`config.mk`:
```
export PLATFORM = sky130hd
export DESIGN_NAME = spi_master_ctl
export DESIGN_NICKNAME = d
export VERILOG_FILES = /design/src/rtl/spi_ctl_pkg.sv /design/src/rtl/spi_clk_div.sv /design/src/rtl/spi_tx_queue.sv /design/src/rtl/spi_shift_engine.sv /design/src/rtl/spi_master_ctl.sv
export SDC_FILE = /design/constraint.sdc
export NUM_CORES = 1
export LEC_CHECK = 0
export BUFFER_PORTS_ARGS = -buffer_cell sky130_fd_sc_hd__clkbuf_2
export CAP_MARGIN = 20
export CORE_MARGIN = 2
export CORE_UTILIZATION = 50
export DETAILED_ROUTE_END_ITERATION = 12
export PLACE_DENSITY = 0.67
export SKIP_LAST_GASP = 1
export SLEW_MARGIN = 5
export SYNTH_ARGS = -nofsm -noshare
export SYNTH_HDL_FRONTEND = slang
export SYNTH_HIERARCHICAL = 1
export SYNTH_SLANG_ARGS = --single-unit
```
`constraint.sdc`:
```
create_clock -name clk -period 11.3 [get_ports clk]
set_clock_uncertainty 0.15 [all_clocks]
set_input_delay 1.13 -clock clk [delete_from_list [all_inputs] [get_ports clk]]
set_output_delay 1.13 -clock clk [all_outputs]
set_load 0.01 [all_outputs]
```
`src/rtl/spi_ctl_pkg.sv`:
```
package spi_ctl_pkg;

   localparam logic [7:0] ADDR_CFG  = 8'h00;
   localparam logic [7:0] ADDR_STAT = 8'h01;
   localparam logic [7:0] ADDR_DIV  = 8'h02;
   localparam logic [7:0] ADDR_TXQ  = 8'h08;
   localparam logic [7:0] ADDR_RXB  = 8'h10;

   localparam int CFG_OFF  = 0;
   localparam int CFG_IEN  = 1;
   localparam int CFG_CPOL = 2;
   localparam int CFG_CPHA = 3;
   localparam int CFG_LSB  = 4;
   localparam int CFG_MAN  = 5;
   localparam int CFG_SSV  = 6;

   typedef enum logic [1:0] {
      ENG_IDLE  = 2'd0,
      ENG_SHIFT = 2'd1,
      ENG_GAP   = 2'd2
   } eng_state_t;

endpackage

```
`src/rtl/spi_clk_div.sv`:
```
module spi_clk_div #(
   parameter int CNT_W = 16
) (
   input  logic       clk,
   input  logic       rst_n,
   input  logic       run,
   input  logic [7:0] div_sel,
   output logic       tick
);

   if (CNT_W < 2 || CNT_W > 24) begin : g_bad_cnt_w
      $error("spi_clk_div: CNT_W must lie in 2..24");
   end

   logic [CNT_W-1:0] cnt;
   logic [CNT_W-1:0] half_m1;
   int               eff;

   // half period = 2^(d-1) core cycles, d clamped to 1..CNT_W
   always_comb begin
      if (div_sel == 8'd0)
         eff = 1;
      else if (int'(div_sel) > CNT_W)
         eff = CNT_W;
      else
         eff = int'(div_sel);
      half_m1 = CNT_W'((32'd1 << (eff - 1)) - 32'd1);
   end

   always_ff @(posedge clk or negedge rst_n) begin
      if (!rst_n)
         cnt <= '0;
      else if (!run || cnt == half_m1)
         cnt <= '0;
      else
         cnt <= cnt + 1'b1;
   end

   assign tick = run && (cnt == half_m1);

   // with a half period above one cycle, ticks never come back to back
   a_r4_tick_spacing: assert property (@(posedge clk) disable iff (!rst_n)
      (tick && half_m1 != '0) |=> (!tick || !$stable(div_sel)));

endmodule

```
`src/rtl/spi_tx_queue.sv`:
```
module spi_tx_queue #(
   parameter int DEPTH = 8,
   parameter int W     = 8
) (
   input  logic                         clk,
   input  logic                         rst_n,
   input  logic                         push,
   input  logic [W-1:0]                 din,
   input  logic                         pop,
   output logic [W-1:0]                 dout,
   output logic                         valid,
   output logic [$clog2(DEPTH+1)-1:0]   count
);

   localparam int AW = $clog2(DEPTH);
   localparam int CW = $clog2(DEPTH + 1);

   if (DEPTH < 2 || (DEPTH & (DEPTH - 1)) != 0) begin : g_bad_depth
      $error("spi_tx_queue: DEPTH must be a power of two, at least 2");
   end

   logic [W-1:0]  mem [DEPTH];
   logic [AW-1:0] rd_ptr;
   logic [AW-1:0] wr_ptr;
   logic          push_ok;
   logic          pop_ok;

   assign push_ok = push && (count != CW'(DEPTH));
   assign pop_ok  = pop && (count != '0);
   assign valid   = (count != '0);
   assign dout    = mem[rd_ptr];

   always_ff @(posedge clk) begin
      if (push_ok)
         mem[wr_ptr] <= din;
   end

   always_ff @(posedge clk or negedge rst_n) begin
      if (!rst_n) begin
         rd_ptr <= '0;
         wr_ptr <= '0;
         count  <= '0;
      end else begin
         if (push_ok)
            wr_ptr <= wr_ptr + 1'b1;
         if (pop_ok)
            rd_ptr <= rd_ptr + 1'b1;
         case ({push_ok, pop_ok})
            2'b10:   count <= count + 1'b1;
            2'b01:   count <= count - 1'b1;
            default: count <= count;
         endcase
      end
   end

   a_r9_depth_bound: assert property (@(posedge clk) disable iff (!rst_n)
      count <= CW'(DEPTH));

   a_r9_full_drop: assert property (@(posedge clk) disable iff (!rst_n)
      (push && !pop && count == CW'(DEPTH)) |=> (count == CW'(DEPTH)));

endmodule

```
`src/rtl/spi_shift_engine.sv`:
```
module spi_shift_engine
   import spi_ctl_pkg::*;
#(
   parameter int W = 8
) (
   input  logic         clk,
   input  logic         rst_n,
   input  logic         enable,
   input  logic         cpol,
   input  logic         cpha,
   input  logic         lsb_first,
   input  logic         tick,
   input  logic         q_valid,
   input  logic [W-1:0] q_data,
   output logic         q_pop,
   input  logic         miso,
   output logic         sclk,
   output logic         mosi,
   output logic         busy,
   output logic         rx_valid,
   output logic [W-1:0] rx_data,
   output logic         burst_start,
   output logic         burst_done
);

   localparam int EW = $clog2(2 * W) + 1;
   localparam logic [EW-1:0] LAST_EDGE = EW'(2 * W);

   if (W < 2) begin : g_bad_w
      $error("spi_shift_engine: W must be at least 2");
   end

   eng_state_t    st;
   logic [W-1:0]  tx_sh;
   logic [W-1:0]  rx_sh;
   logic [W-1:0]  rx_nx;
   logic [W-1:0]  tx_nx;
   logic [EW-1:0] edge_cnt;
   logic [EW-1:0] edge_nx;
   logic          sclk_q;
   logic          smp;
   logic          shf;
   logic          load;

   assign edge_nx = edge_cnt + 1'b1;
   // odd edge numbers are leading edges; CPHA moves sampling to trailing
   assign smp = edge_nx[0] ^ cpha;
   assign shf = !smp && (edge_nx != EW'(1)) && (edge_nx != LAST_EDGE);

   assign rx_nx = lsb_first ? {miso, rx_sh[W-1:1]} : {rx_sh[W-2:0], miso};
   assign tx_nx = lsb_first ? {1'b0, tx_sh[W-1:1]} : {tx_sh[W-2:0], 1'b0};

   assign load = enable && q_valid &&
                 ((st == ENG_IDLE) || (st == ENG_GAP && tick));

   assign q_pop       = load;
   assign burst_start = load && (st == ENG_IDLE);
   assign burst_done  = enable && (st == ENG_GAP) && tick && !q_valid;
   assign rx_valid    = enable && (st == ENG_SHIFT) && tick && (edge_nx == LAST_EDGE);
   assign rx_data     = smp ? rx_nx : rx_sh;

   assign sclk = sclk_q;
   assign mosi = lsb_first ? tx_sh[0] : tx_sh[W-1];
   assign busy = (st != ENG_IDLE);

   always_ff @(posedge clk or negedge rst_n) begin
      if (!rst_n) begin
         st       <= ENG_IDLE;
         sclk_q   <= 1'b0;
         tx_sh    <= '0;
         rx_sh    <= '0;
         edge_cnt <= '0;
      end else if (!enable) begin
         st     <= ENG_IDLE;
         sclk_q <= cpol;
      end else begin
         case (st)
            ENG_SHIFT: begin
               if (tick) begin
                  sclk_q   <= ~sclk_q;
                  edge_cnt <= edge_nx;
                  if (smp)
                     rx_sh <= rx_nx;
                  if (shf)
                     tx_sh <= tx_nx;
                  if (edge_nx == LAST_EDGE)
                     st <= ENG_GAP;
               end
            end
            ENG_GAP: begin
               if (tick)
                  st <= load ? ENG_SHIFT : ENG_IDLE;
            end
            default: begin
               sclk_q <= cpol;
               if (load)
                  st <= ENG_SHIFT;
            end
         endcase
         if (load) begin
            tx_sh    <= q_data;
            rx_sh    <= '0;
            edge_cnt <= '0;
         end
      end
   end

   // after the sixteenth edge the clock is back at its rest level
   a_r3_rest_after_byte: assert property (@(posedge clk) disable iff (!rst_n)
      rx_valid |=> (sclk == $past(cpol)));

   // every tick while shifting moves the clock
   a_r3_tick_toggles: assert property (@(posedge clk) disable iff (!rst_n)
      (enable && st == ENG_SHIFT && tick) |=> (sclk != $past(sclk)));

endmodule

```
`src/rtl/spi_master_ctl.sv`:
```
module spi_master_ctl
   import spi_ctl_pkg::*;
#(
   parameter int         TXQ_DEPTH = 8,
   parameter int         RX_REGS   = 8,
   parameter int         DIV_CNT_W = 16,
   parameter logic [7:0] DIV_RESET = 8'd2
) (
   input  logic       clk,
   input  logic       rst_n,
   input  logic       wr_en,
   input  logic [7:0] wr_addr,
   input  logic [7:0] wr_data,
   input  logic [7:0] rd_addr,
   output logic [7:0] rd_data,
   output logic       sclk,
   output logic       mosi,
   output logic       ss_n,
   input  logic       miso,
   output logic       irq
);

   localparam int QCW   = $clog2(TXQ_DEPTH + 1);
   localparam int RX_IW = $clog2(RX_REGS);

   if (RX_REGS < 2 || RX_REGS > 16 || (RX_REGS & (RX_REGS - 1)) != 0) begin : g_bad_rx
      $error("spi_master_ctl: RX_REGS must be a power of two in 2..16");
   end

   logic [7:0]           cfg_q;
   logic [7:0]           div_q;
   logic                 ready_q;
   logic [RX_IW-1:0]     rx_idx;
   logic [RX_REGS*8-1:0] rx_flat;
   logic [7:0]           rx_off;
   logic [7:0]           status;

   logic                 q_push;
   logic                 q_pop;
   logic                 q_valid;
   logic [7:0]           q_dout;
   logic [QCW-1:0]       q_count;

   logic                 tick;
   logic                 eng_busy;
   logic                 rx_valid;
   logic [7:0]           rx_data;
   logic                 burst_start;
   logic                 burst_done;
   logic                 eng_sclk;

   logic                 stat_clr;

   assign q_push   = wr_en && (wr_addr == ADDR_TXQ) && !cfg_q[CFG_OFF];
   assign stat_clr = wr_en && (wr_addr == ADDR_STAT) && wr_data[0];

   always_ff @(posedge clk or negedge rst_n) begin
      if (!rst_n) begin
         cfg_q   <= '0;
         div_q   <= DIV_RESET;
         ready_q <= 1'b0;
      end else begin
         if (wr_en && wr_addr == ADDR_CFG)
            cfg_q <= {1'b0, wr_data[6:0]};
         if (wr_en && wr_addr == ADDR_DIV)
            div_q <= wr_data;
         if (burst_done)
            ready_q <= 1'b1;
         else if (stat_clr)
            ready_q <= 1'b0;
      end
   end

   spi_tx_queue #(
      .DEPTH (TXQ_DEPTH),
      .W     (8)
   ) u_txq (
      .clk   (clk),
      .rst_n (rst_n),
      .push  (q_push),
      .din   (wr_data),
      .pop   (q_pop),
      .dout  (q_dout),
      .valid (q_valid),
      .count (q_count)
   );

   spi_clk_div #(
      .CNT_W (DIV_CNT_W)
   ) u_div (
      .clk     (clk),
      .rst_n   (rst_n),
      .run     (eng_busy),
      .div_sel (div_q),
      .tick    (tick)
   );

   spi_shift_engine #(
      .W (8)
   ) u_eng (
      .clk         (clk),
      .rst_n       (rst_n),
      .enable      (!cfg_q[CFG_OFF]),
      .cpol        (cfg_q[CFG_CPOL]),
      .cpha        (cfg_q[CFG_CPHA]),
      .lsb_first   (cfg_q[CFG_LSB]),
      .tick        (tick),
      .q_valid     (q_valid),
      .q_data      (q_dout),
      .q_pop       (q_pop),
      .miso        (miso),
      .sclk        (eng_sclk),
      .mosi        (mosi),
      .busy        (eng_busy),
      .rx_valid    (rx_valid),
      .rx_data     (rx_data),
      .burst_start (burst_start),
      .burst_done  (burst_done)
   );

   always_ff @(posedge clk or negedge rst_n) begin
      if (!rst_n)
         rx_idx <= '0;
      else if (burst_start)
         rx_idx <= '0;
      else if (rx_valid)
         rx_idx <= rx_idx + 1'b1;
   end

   for (genvar i = 0; i < RX_REGS; i++) begin : g_rx
      logic [7:0] byte_q;
      always_ff @(posedge clk or negedge rst_n) begin
         if (!rst_n)
            byte_q <= '0;
         else if (rx_valid && rx_idx == RX_IW'(i))
            byte_q <= rx_data;
      end
      assign rx_flat[i*8 +: 8] = byte_q;
   end

   assign status = {5'b0,
                    (q_count >= QCW'(TXQ_DEPTH / 2)),
                    eng_busy,
                    ready_q};

   assign rx_off = rd_addr - ADDR_RXB;

   always_comb begin
      rd_data = '0;
      if (rd_addr == ADDR_CFG)
         rd_data = cfg_q;
      else if (rd_addr == ADDR_STAT)
         rd_data = status;
      else if (rd_addr == ADDR_DIV)
         rd_data = div_q;
      else if (rd_addr >= ADDR_RXB && rx_off < 8'(RX_REGS))
         rd_data = rx_flat[rx_off[RX_IW-1:0]*8 +: 8];
   end

   assign sclk = eng_sclk;
   assign ss_n = cfg_q[CFG_OFF] ? 1'b1 :
                 cfg_q[CFG_MAN] ? cfg_q[CFG_SSV] : !eng_busy;
   assign irq  = cfg_q[CFG_IEN] & ready_q;

   // in automatic mode the slave is selected whenever the clock moves
   a_r6_ss_while_clocking: assert property (@(posedge clk) disable iff (!rst_n)
      ($past(eng_busy) && eng_busy && sclk != $past(sclk) &&
       !cfg_q[CFG_MAN] && !cfg_q[CFG_OFF]) |-> !ss_n);

   // a transmit write while disabled leaves the queue untouched
   a_r8_tx_ignored: assert property (@(posedge clk) disable iff (!rst_n)
      (wr_en && wr_addr == ADDR_TXQ && cfg_q[CFG_OFF]) |=> (q_count == $past(q_count)));

   // a clearing write without a coinciding burst end drops the flag
   a_r11_ready_clear: assert property (@(posedge clk) disable iff (!rst_n)
      (stat_clr && !burst_done) |=> !status[0]);

endmodule

```
==> Yosys cells after proc, flatten, opt, wreduce, memory -nomap -nowiden <==
Memories as Yosys holds them, arrays and structs flattened.
Index checks and enable logic that the tools add are counted.
{ "op_classes": {"addsub": 10, "n_lt_le_gt_ge": 4, "eq_ne": 25, "shift": 2, "n_mux": 40, "bitwise": 4, "reduce_logical": 54} }
{ "ops": {"columns": ["op", "n"], "rows": [
  ["$mux 8", 16],
  ["$shiftx 64x7->8", 1],
  ["$shl 1x32->16 const A", 1],
  ["$logic_and 1x1->1", 30],
  ["$logic_not 8->1", 3],
  ["$add 16x1->16 const B", 1],
  ["$eq 16x16->1", 1],
  ["$eq 8x1->1 const B", 2],
  ["$eq 8x2->1 const B", 2],
  ["$mux 16", 1],
  ["$sub 16x1->16 const B", 1],
  ["$mux 5", 3],
  ["$reduce_bool 2->1", 7],
  ["$eq 3x3->1 const B", 4],
  ["$mux 1", 10],
  ["$mux 2", 5],
  ["$add 3x1->3 const B", 3],
  ["$sub 8x1->9 const B", 1],
  ["$eq 8x4->1 const B", 1],
  ["$ge 8x5->1 const B", 1],
  ["$gt 8x5->1 const B", 1],
  ["$lt 8x4->1 const B", 1],
  ["$pmux 4 s2", 1],
  ["$reduce_and 4->1", 2],
  ["29 further kinds", 40]
]} }
{ "totals": {"reg_bits": 133, "ram_bits": 64, "input_bits": 28, "out_inout_bits": 12, "wordCells": 161, "mem_count": 1} }
{ "memory_table": {"columns": ["memory", "words", "width", "rd", "rd_clocked_by_memory_dff", "write_ports", "line_no", "text"], "rows": [
  ["u_txq.mem", 8, 8, 1, 0, 1, "spi_tx_queue.sv:22", "logic [W-1:0] mem [DEPTH];"]
]} }

==> Longest topological paths before layout <==
Gate-level depths: netlist of run 1.
{ "depth": {"word_depth": 15, "depth_mapped": 28, "mapped_depth_nobuf": 25} }

==> By module <==
The synthesis of run 1 kept the hierarchy.
{ "modules_own_cells": {"columns": ["module", "n_inst", "cells_per_inst", "area_each_um2", "seq_area_each_um2"], "rows": [
  ["spi_master_ctl", 1, 262, 3946.3, 2078.2],
  ["spi_tx_queue", 1, 157, 3121.7, 2172.1],
  ["spi_clk_div", 1, 254, 1950.6, 400.4],
  ["spi_shift_engine", 1, 201, 1721.7, 600.6]
]} }

==> Least setup slack after synthesis of run 1 <==
OpenSTA, ideal clock, no wires.
{ "synth_timing": {"path_kind": "register -> register", "from": "register div_q[1]", "to": "register u_txq.count[3]", "setup_ps": 134, "arrival_ps": 5838, "required_time_ps": 11016, "setup_slack_ps": 5178, "path_stages_with_launch": 29, "path_buffers": 4, "period_less_slack_ps": 6122, "path_cell_list": "dfstp_2 -> clkbuf_1 -> nor3_1 -> or2_2 -> nand2_1 -> ha_1 -> clkbuf_1 -> clkbuf_1 -> a21boi_0 -> nor3_1 -> nand2_1 -> ha_1 -> clkbuf_1 -> o31ai_1 -> mux2i_1 -> xor2_1 -> inv_1 -> nor3_1 -> and4_1 -> nand2b_1 -> nand2_1 -> inv_2 -> nand2_1 -> inv_1 -> ha_1 -> ha_1 -> or4b_2 -> o311ai_0 -> o211ai_1"} }
{ "synth_via": {"elab_chain_cells": 14, "elab_cells_between_ends": 17, "classes_between": "add/sub: 2; order compare: 1; eq/ne: 3; shift: 1; mux: 3; reduce/logical: 7"} }
{ "synth_rtl": {"columns": ["item", "line_no", "text"], "rows": [
  ["start: declaration", "spi_master_ctl.sv:31", "logic [7:0] div_q;"],
  ["start signal: assignment", "spi_master_ctl.sv:66", "div_q <= wr_data;"],
  ["$gt 8x5->1", "spi_clk_div.sv:23", "else if (int'(div_sel) > CNT_W)"],
  ["$mux 8", "spi_clk_div.sv:23", null],
  ["$mux 8 (*)", "spi_clk_div.sv:21", "if (div_sel == 8'd0)"],
  ["$sub 8x1->9 (*)", "spi_clk_div.sv:27", "half_m1 = CNT_W'((32'd1 << (eff - 1)) - 32'd1);"],
  ["$shl 1x32->16 (*)", "spi_clk_div.sv:27", null],
  ["$sub 16x1->16 (*)", "spi_clk_div.sv:27", null],
  ["$eq 16x16->1 (*)", "spi_clk_div.sv:39", "assign tick = run && (cnt == half_m1);"],
  ["$logic_and 1x1->1 (*)", "spi_clk_div.sv:39", null],
  ["named net tick", "spi_master_ctl.sv:44", "logic tick;"],
  ["$logic_and 1x1->1 (*)", "spi_shift_engine.sv:54", "((st == ENG_IDLE) || (st == ENG_GAP && tick));"],
  ["$logic_or 1x1->1 (*)", "spi_shift_engine.sv:54", null],
  ["$logic_and 1x1->1 (*)", "spi_shift_engine.sv:53", "assign load = enable && q_valid &&"],
  ["named net q_pop", "spi_master_ctl.sv:39", "logic q_pop;"],
  ["$logic_and 1x1->1 (*)", "spi_tx_queue.sv:29", "assign pop_ok = pop && (count != '0);"],
  ["named net u_txq.pop_ok", "spi_tx_queue.sv:26", "logic pop_ok;"],
  ["$eq 2x1->1 / $eq 2x2->1 (equally long branches)", "spi_tx_queue.sv:48", "case ({push_ok, pop_ok})"],
  ["$pmux 4 s2 / $reduce_bool 2->1 (equally long branches)", null, null],
  ["end signal: assignment", "spi_tx_queue.sv:49", "2'b10: count <= count + 1'b1;"],
  ["end signal: assignment", "spi_tx_queue.sv:50", "2'b01: count <= count - 1'b1;"],
  ["end signal: assignment", "spi_tx_queue.sv:51", "default: count <= count;"],
  ["end: declaration", "spi_tx_queue.sv:12", "output logic [$clog2(DEPTH+1)-1:0] count"]
]} }
The timed path passes the listed nets; every way through them passes the cells marked *.
A chain may end at the register's enable or synchronous reset.

==> Worst setup path in the final report of run 1 <==
{ "layout_timing": {"from": "register div_q[7]", "to": "register u_txq.count[3]"} }
The elaborated chain is that of the path after synthesis.

==> results of run 1 <==
## routing by layer
metal	up-vias	global-route usage (%)	wire length [µm]	share of wire [%]
met1	3571	31.66	10830	46
met2	193	34.11	11050	47
li1	3364	-	-	-
met5	-	0	0	0
met4	0	7.689	591	2.5
met3	41	4.061	1177	5.0
## worst max path at each step
| stage | startpoint | endpoint | slack (ps) | depth (start not counted) |
|---|---|---|---|---|
| floorplan | div_q[1]$_DFFE_PN1P_ | u_txq/count[3]$_DFFE_PN0P_ | 5180 | 28 |
| global placement | div_q[7]$_DFFE_PN0P_ | u_txq/count[3]$_DFFE_PN0P_ | 4030 | 23 |
| detailed placement | div_q[7]$_DFFE_PN0P_ | u_txq/count[3]$_DFFE_PN0P_ | 3890 | 23 |
| CTS | div_q[7]$_DFFE_PN0P_ | u_txq/count[3]$_DFFE_PN0P_ | 3860 | 23 |
| global route | div_q[7]$_DFFE_PN0P_ | u_txq/count[3]$_DFFE_PN0P_ | 3150 | 23 |
| finish | div_q[7]$_DFFE_PN0P_ | u_txq/count[3]$_DFFE_PN0P_ | 3660 | 23 |
## cell families (layout without fill, tap and decap cells)
group | Yosys count | in the layout
buffers and inverters | 63 | 102
multiplexers | 159 | 159
XOR/XNOR | 43 | 43
AO/OA/AOI/OAI | 117 | 117
adder cells (fa/ha/maj) | 20 | 20
flip-flops | 197 | 197
AND/OR/NAND/NOR | 273 | 273
other | 2 | 2
## Yosys cell counts, types with 14 or more instances
| cell type | n |
|---|---|
| clkbuf_1 | 17 |
| nand3_1 | 51 |
| mux2_2 | 100 |
| o21ai_0 | 28 |
| mux4_2 | 16 |
| dfrtp_1 | 132 |
| xor2_1 | 18 |
| mux4_1 | 16 |
| ha_1 | 19 |
| nand4_1 | 14 |
| a21oi_1 | 14 |
| mux2i_1 | 26 |
| edfxtp_1 | 64 |
| buf_2 | 14 |
| nor2_1 | 50 |
| nand2_1 | 62 |
| xnor2_1 | 25 |
| inv_1 | 20 |
## state kept, by name, summed over array words and instances, names as in the netlist
name and count:
u_txq/mem 64, u_eng/tx_sh 8, u_eng/rx_sh 8, u_txq/wr_ptr 3, u_txq/rd_ptr 3, ready_q 1
rx_idx 3, u_eng/edge_cnt 5, u_eng/st 2, u_txq/count 4, u_div/cnt 16, u_eng/sclk 1
div_q 8, g_rx.byte_q 64, cfg_q 7
## through the flow
step | instances | cell area, µm² | setup WS, ps | total power [mW] | hold WS (ps)
finish | 1188 | 11750 | 3657 | 1.811 | 354.1
global route | 1188 | 11750 | 3150 | 1.899 | 370.0
CTS | 1184 | 11720 | 3859 | 1.827 | 354.9
detailed placement | 1152 | 11100 | 3888 | 1.202 | 337.0
global placement | 1152 | 11100 | 4028 | 1.203 | 331.9
floorplan | 874 | 10740 | 5178 | 1.113 | 315.1
## critical path, cell delays in order (launching register included)
cell and delay (ps):
dfrtp_1 440, nor4_4 810, nand2_1 190, ha_1 460, nor2_1 320, o21ai_0 190, or4_1 580, ha_1 340
o31ai_1 160, mux2i_1 280, xor2_1 170, inv_1 100, nor3_1 130, and4_1 430, nand2b_1 180, nand2_1 440
inv_2 340, nand2_1 150, inv_1 110, ha_1 310, ha_1 340, or4b_2 640, o311ai_0 120, o211ai_1 120
## area by class of cell
| type | instances | area share, % |
|---|---|---|
| flip-flops and latches | 197 | 44.70 |
| multi-input cells | 614 | 44.15 |
| clock buffers | 17 | 3.621 |
| well taps | 275 | 2.929 |
| repair buffers | 48 | 2.268 |
| clock inverters | 15 | 1.629 |
| inverters | 22 | 0.7029 |
## power by group through the flow
stage	clock network (mW)	registers, mW	logic [mW]
final	0.622	0.834	0.355
after global routing	0.663	0.843	0.393
after detailed placement	0	0.850	0.352
after global placement	0	0.850	0.353
after floorplan	0	0.806	0.308
after CTS	0.637	0.835	0.354
==> run summary, run 1 <==
status -> finished, final reports clean
gr usage total -> 22.15%
Critical Path Sink Type -> flop
cell taking the most area after synthesis -> dfrtp_1
Initial DRT Pass Iterations -> 6
reg-to-reg setup timing slack -> 3660 ps
Worst slew margin -> 22.26%
Top FF cell, synth -> dfrtp_1
VDD IR max -> 0.1486 mV
R2R cell count -> 23
Top-Level Pins -> 40
CTS buffer count -> 17
Final Critical Period -> 7643 ps
Switch Pwr -> 0.5738 mW
DIE HEIGHT -> 150.6 µm
clock power share -> 34.3%
CP arrival -> 7810 ps
Synth Area in Compound Gates -> 8.120%
fin nets -> 948
vias per cell -> 6.035
adder-cell share of the synthesized area -> 2.400%
Cell Int Power -> 1.238 mW
clock sink count -> 197
final WL -> 23650 µm
Max Fanout on Critical Path -> 25
ANT nets after route -> 0
Max Buffers Root-to-Sink -> 2
Worst EP required -> 11470 ps
Crit Path Class -> flop to flop
Hold Path Sink -> g_rx[7].byte_q[2]$_DFFE_PN0P_
Tcrit/Tclk final -> 67.63%
htree depth -> 4
FF-to-FF Start -> div_q[7]$_DFFE_PN0P_
most used cells in the layout excluding fill and tap cells -> dfrtp_1, mux2_2, edfxtp_1
Reg area -> 5251 µm²
gr ovfl total -> 0
Worst Setup Start Kind -> flop
Seq cells post-synth -> 197
Synth cell types -> 81
worst-margin pin slew -> 1155 ps
mux cell area share after synthesis -> 20.32%
number of global-route vias before repair -> 6841
FMAX -> 130.8 MHz
Worst-path clk slew -> 80 ps
Placer Congestion -> 0.9627
pwr/cell area -> 154.2 nW/µm²
synthesis-to-layout area growth -> 9.390%
clock insertion delay at the later pin of the skew report -> 440 ps
max_cap viols -> 0
Reg power frac -> 46.1%
r2r endpoint -> u_txq/count[3]$_DFFE_PN0P_
Synth top area share -> 30.75%
largest family of logic cells by synthesized area -> multiplexers
TritonCTS clock tree -> built
area of the multi-input gates -> 5187 µm²
Post-Syn Area -> 10740 µm²
Gates resized, CTS repair -> 0
commonest non-fill, non-tap cell in the layout -> dfrtp_1
Worst Hold Class -> flop to flop
Via Count -> 7169
asr flop ratio synth -> 67.51%
fillers -> 1710
register area share after synthesis -> 48.89%
simple-gate share of the synthesized area -> 13.89%
Gate power share -> 19.6%
initial antenna violation count -> 0
fin. max-slew vios -> 0
Post-synth EDFFs -> 64
Initial Util -> 51.09%
layout cells sized above 1 -> 24.32%
ANT cells -> 0
RSZ-0062 raised after global routing -> false
wire per inst -> 19.91 µm
hold_sp -> g_rx[7].byte_q[2]$_DFFE_PN0P_
Final Hold Vio Count -> 0
accumulated negative setup slack -> 0 ps
hold_buf cts -> 0
row cnt -> 53
Syn Inst Count -> 874
Post-DP HPWL -> 16000 µm
Post-Syn Area per Cell -> 12.29 µm²
CORE AREA -> 21020 µm²
endpoints failing setup -> 0
Area contributors post-synth -> dfrtp_1, edfxtp_1, mux2_2
Mapped Nets -> 922
chip width -> 150.6 µm
port bufs -> 39
final core area utilization -> 55.89%
leakage power -> 5.004 nW
Die ar. -> 22670 µm²
Remaining DRCs -> 0
XOR/XNOR Fraction of Synth Area -> 3.507%
Net Sw Frac -> 31.68%
Syn. warnings -> 6
Iter 0 DRT Violations -> 795
largest net degree at the start of global routing -> 72
clk root buf -> clkbuf_16
WHS Path Cells -> 1
global-route wire length before repair -> 38090 µm
Setup Buffers After CTS -> 0
Power figures use the tool's default switching activity.
==> run 2, diff against run 1 <==
- clock period: 11.3 -> 7.3 ns (I/O delays scaled with it)
==> run summary, run 2 (synthesized netlist as in run 1, its figures left out) <==
TritonCTS clock tree -> built
gr usage total -> 22.95%
reg-to-reg setup timing slack -> 570 ps
commonest non-fill, non-tap cell in the layout -> dfrtp_1
Worst EP required -> 7450 ps
Worst slew margin -> 28.70%
htree depth -> 4
Iter 0 DRT Violations -> 744
clock sink count -> 197
Post-DP HPWL -> 16660 µm
CTS buffer count -> 17
final WL -> 24660 µm
Initial DRT Pass Iterations -> 5
max_cap viols -> 0
R2R cell count -> 23
VDD IR max -> 0.1546 mV
r2r endpoint -> u_txq/count[3]$_DFFE_PN0P_
most used cells in the layout excluding fill and tap cells -> dfrtp_1, mux2_2, edfxtp_1
Worst Setup Start Kind -> flop
Worst-path clk slew -> 70 ps
Max Fanout on Critical Path -> 20
layout cells sized above 1 -> 24.84%
CORE AREA -> 21020 µm²
Top-Level Pins -> 40
gr ovfl total -> 0
fillers -> 1733
wire per inst -> 20.67 µm
vias per cell -> 6.116
Critical Path Source -> div_q[1]$_DFFE_PN1P_
Initial Util -> 51.09%
Final Critical Period -> 6729 ps
Die ar. -> 22670 µm²
FF-to-FF Start -> div_q[1]$_DFFE_PN1P_
Regs by FF count -> g_rx.byte_q x64, u_txq/mem x64, u_div/cnt x16
number of global-route vias before repair -> 7105
fin nets -> 953
Via Count -> 7296
Final Hold Vio Count -> 0
port bufs -> 39
Tcrit/Tclk final -> 92.18%
Placer Congestion -> 0.9290
Gates resized, CTS repair -> 0
Max Buffers Root-to-Sink -> 2
Reg area -> 5251 µm²
clk root buf -> clkbuf_16
pwr/cell area -> 238.3 nW/µm²
row cnt -> 53
initial antenna violation count -> 0
hold_buf cts -> 0
synthesis-to-layout area growth -> 9.821%
Crit Path Class -> flop to flop
final core area utilization -> 56.11%
area of the multi-input gates -> 5187 µm²
worst-margin pin slew -> 1058 ps
dpl cells -> 1158
final non-filler cell total -> 1193
Setup Buffers After CTS -> 0
global-route wire length before repair -> 39570 µm
ANT cells -> 0
leakage power -> 5.038 nW
status -> finished, final reports clean
ANT nets after route -> 0
Remaining DRCs -> 0
Critical path destination -> u_txq/count[3]$_DFFE_PN0P_
DIE HEIGHT -> 150.6 µm
Worst Hold Class -> input port to async pin
Critical Path Sink Type -> flop
FMAX -> 148.6 MHz
endpoints failing setup -> 0
accumulated negative setup slack -> 0 ps
RSZ-0062 raised after global routing -> false
largest net degree at the start of global routing -> 69
CP arrival -> 6880 ps
chip width -> 150.6 µm
clock insertion delay at the later pin of the skew report -> 440 ps
fin. max-slew vios -> 0
[run 2: layout make-up]
| cell class | count | area share [%] |
|---|---|---|
| flip-flops and latches | 197 | 44.52 |
| well taps | 275 | 2.917 |
| clock buffers | 17 | 3.607 |
| multi-input cells | 614 | 43.98 |
| inverters | 22 | 0.7001 |
| clock inverters | 15 | 1.718 |
| repair buffers | 53 | 2.556 |
[run 2: worst min path at each step]
| stage | from | end | slack, ps | cells after the start |
|---|---|---|---|---|
| after floorplan | rst_n | cfg_q[0]$_DFFE_PN0P_ | 280 | 0 |
| after global placement | g_rx[4].byte_q[7]$_DFFE_PN0P_ | g_rx[4].byte_q[7]$_DFFE_PN0P_ | 330 | 1 |
| after detailed placement | g_rx[4].byte_q[1]$_DFFE_PN0P_ | g_rx[4].byte_q[1]$_DFFE_PN0P_ | 340 | 1 |
| after CTS | rst_n | u_eng/rx_sh[7]$_DFFE_PN0P_ | 160 | 1 |
| after global routing | rst_n | u_eng/rx_sh[6]$_DFFE_PN0P_ | 190 | 1 |
| final | rst_n | u_eng/rx_sh[7]$_DFFE_PN0P_ | 140 | 1 |
[run 2: worst max-delay path, stage by stage (launching register included)]
cell and delay [ps]:
dfstp_2 680, nor3_1 130, or2_2 340, nand2_1 110, ha_1 570, xor2_1 310, or4_1 550, ha_1 340
o31ai_1 170, mux2i_1 280, xor2_1 160, inv_1 90, nor3_1 130, and4_1 420, nand2b_1 180, nand2_1 80
inv_2 140, nand2_1 120, inv_1 90, ha_1 310, ha_1 340, or4b_2 640, o311ai_0 130, o211ai_1 130
[run 2: layer usage]
layer / track usage [%] / share of wire [%] / up-vias
met2: 35.20 / 47 / 217
met3: 3.848 / 4.6 / 43
met1: 32.87 / 46 / 3662
met4: 8.585 / 2.8 / 0
li1: - / - / 3374
met5: 0 / 0 / -
[run 2: through the flow]
| step | area (µm²) | hold WS (ps) | power (mW) | setup WS, ps |
|---|---|---|---|---|
| finish | 11800 | 135.2 | 2.811 | 570.6 |
| detailed placement | 11150 | 336.8 | 1.871 | 710.0 |
| CTS | 11780 | 155.6 | 2.829 | 668.1 |
| global route | 11800 | 191.4 | 2.948 | 75.71 |
| global placement | 11150 | 332.0 | 1.867 | 863.2 |
| floorplan | 10740 | 284.4 | 1.723 | 1178 |
[run 2: power by group]
part | total (mW) | switching (mW) | internal (mW)
Combinational | 0.560 | 0.296 | 0.264
Sequential | 1.29 | 0.110 | 1.18
Clock | 0.959 | 0.475 | 0.485
Total | 2.81 | 0.880 | 1.93
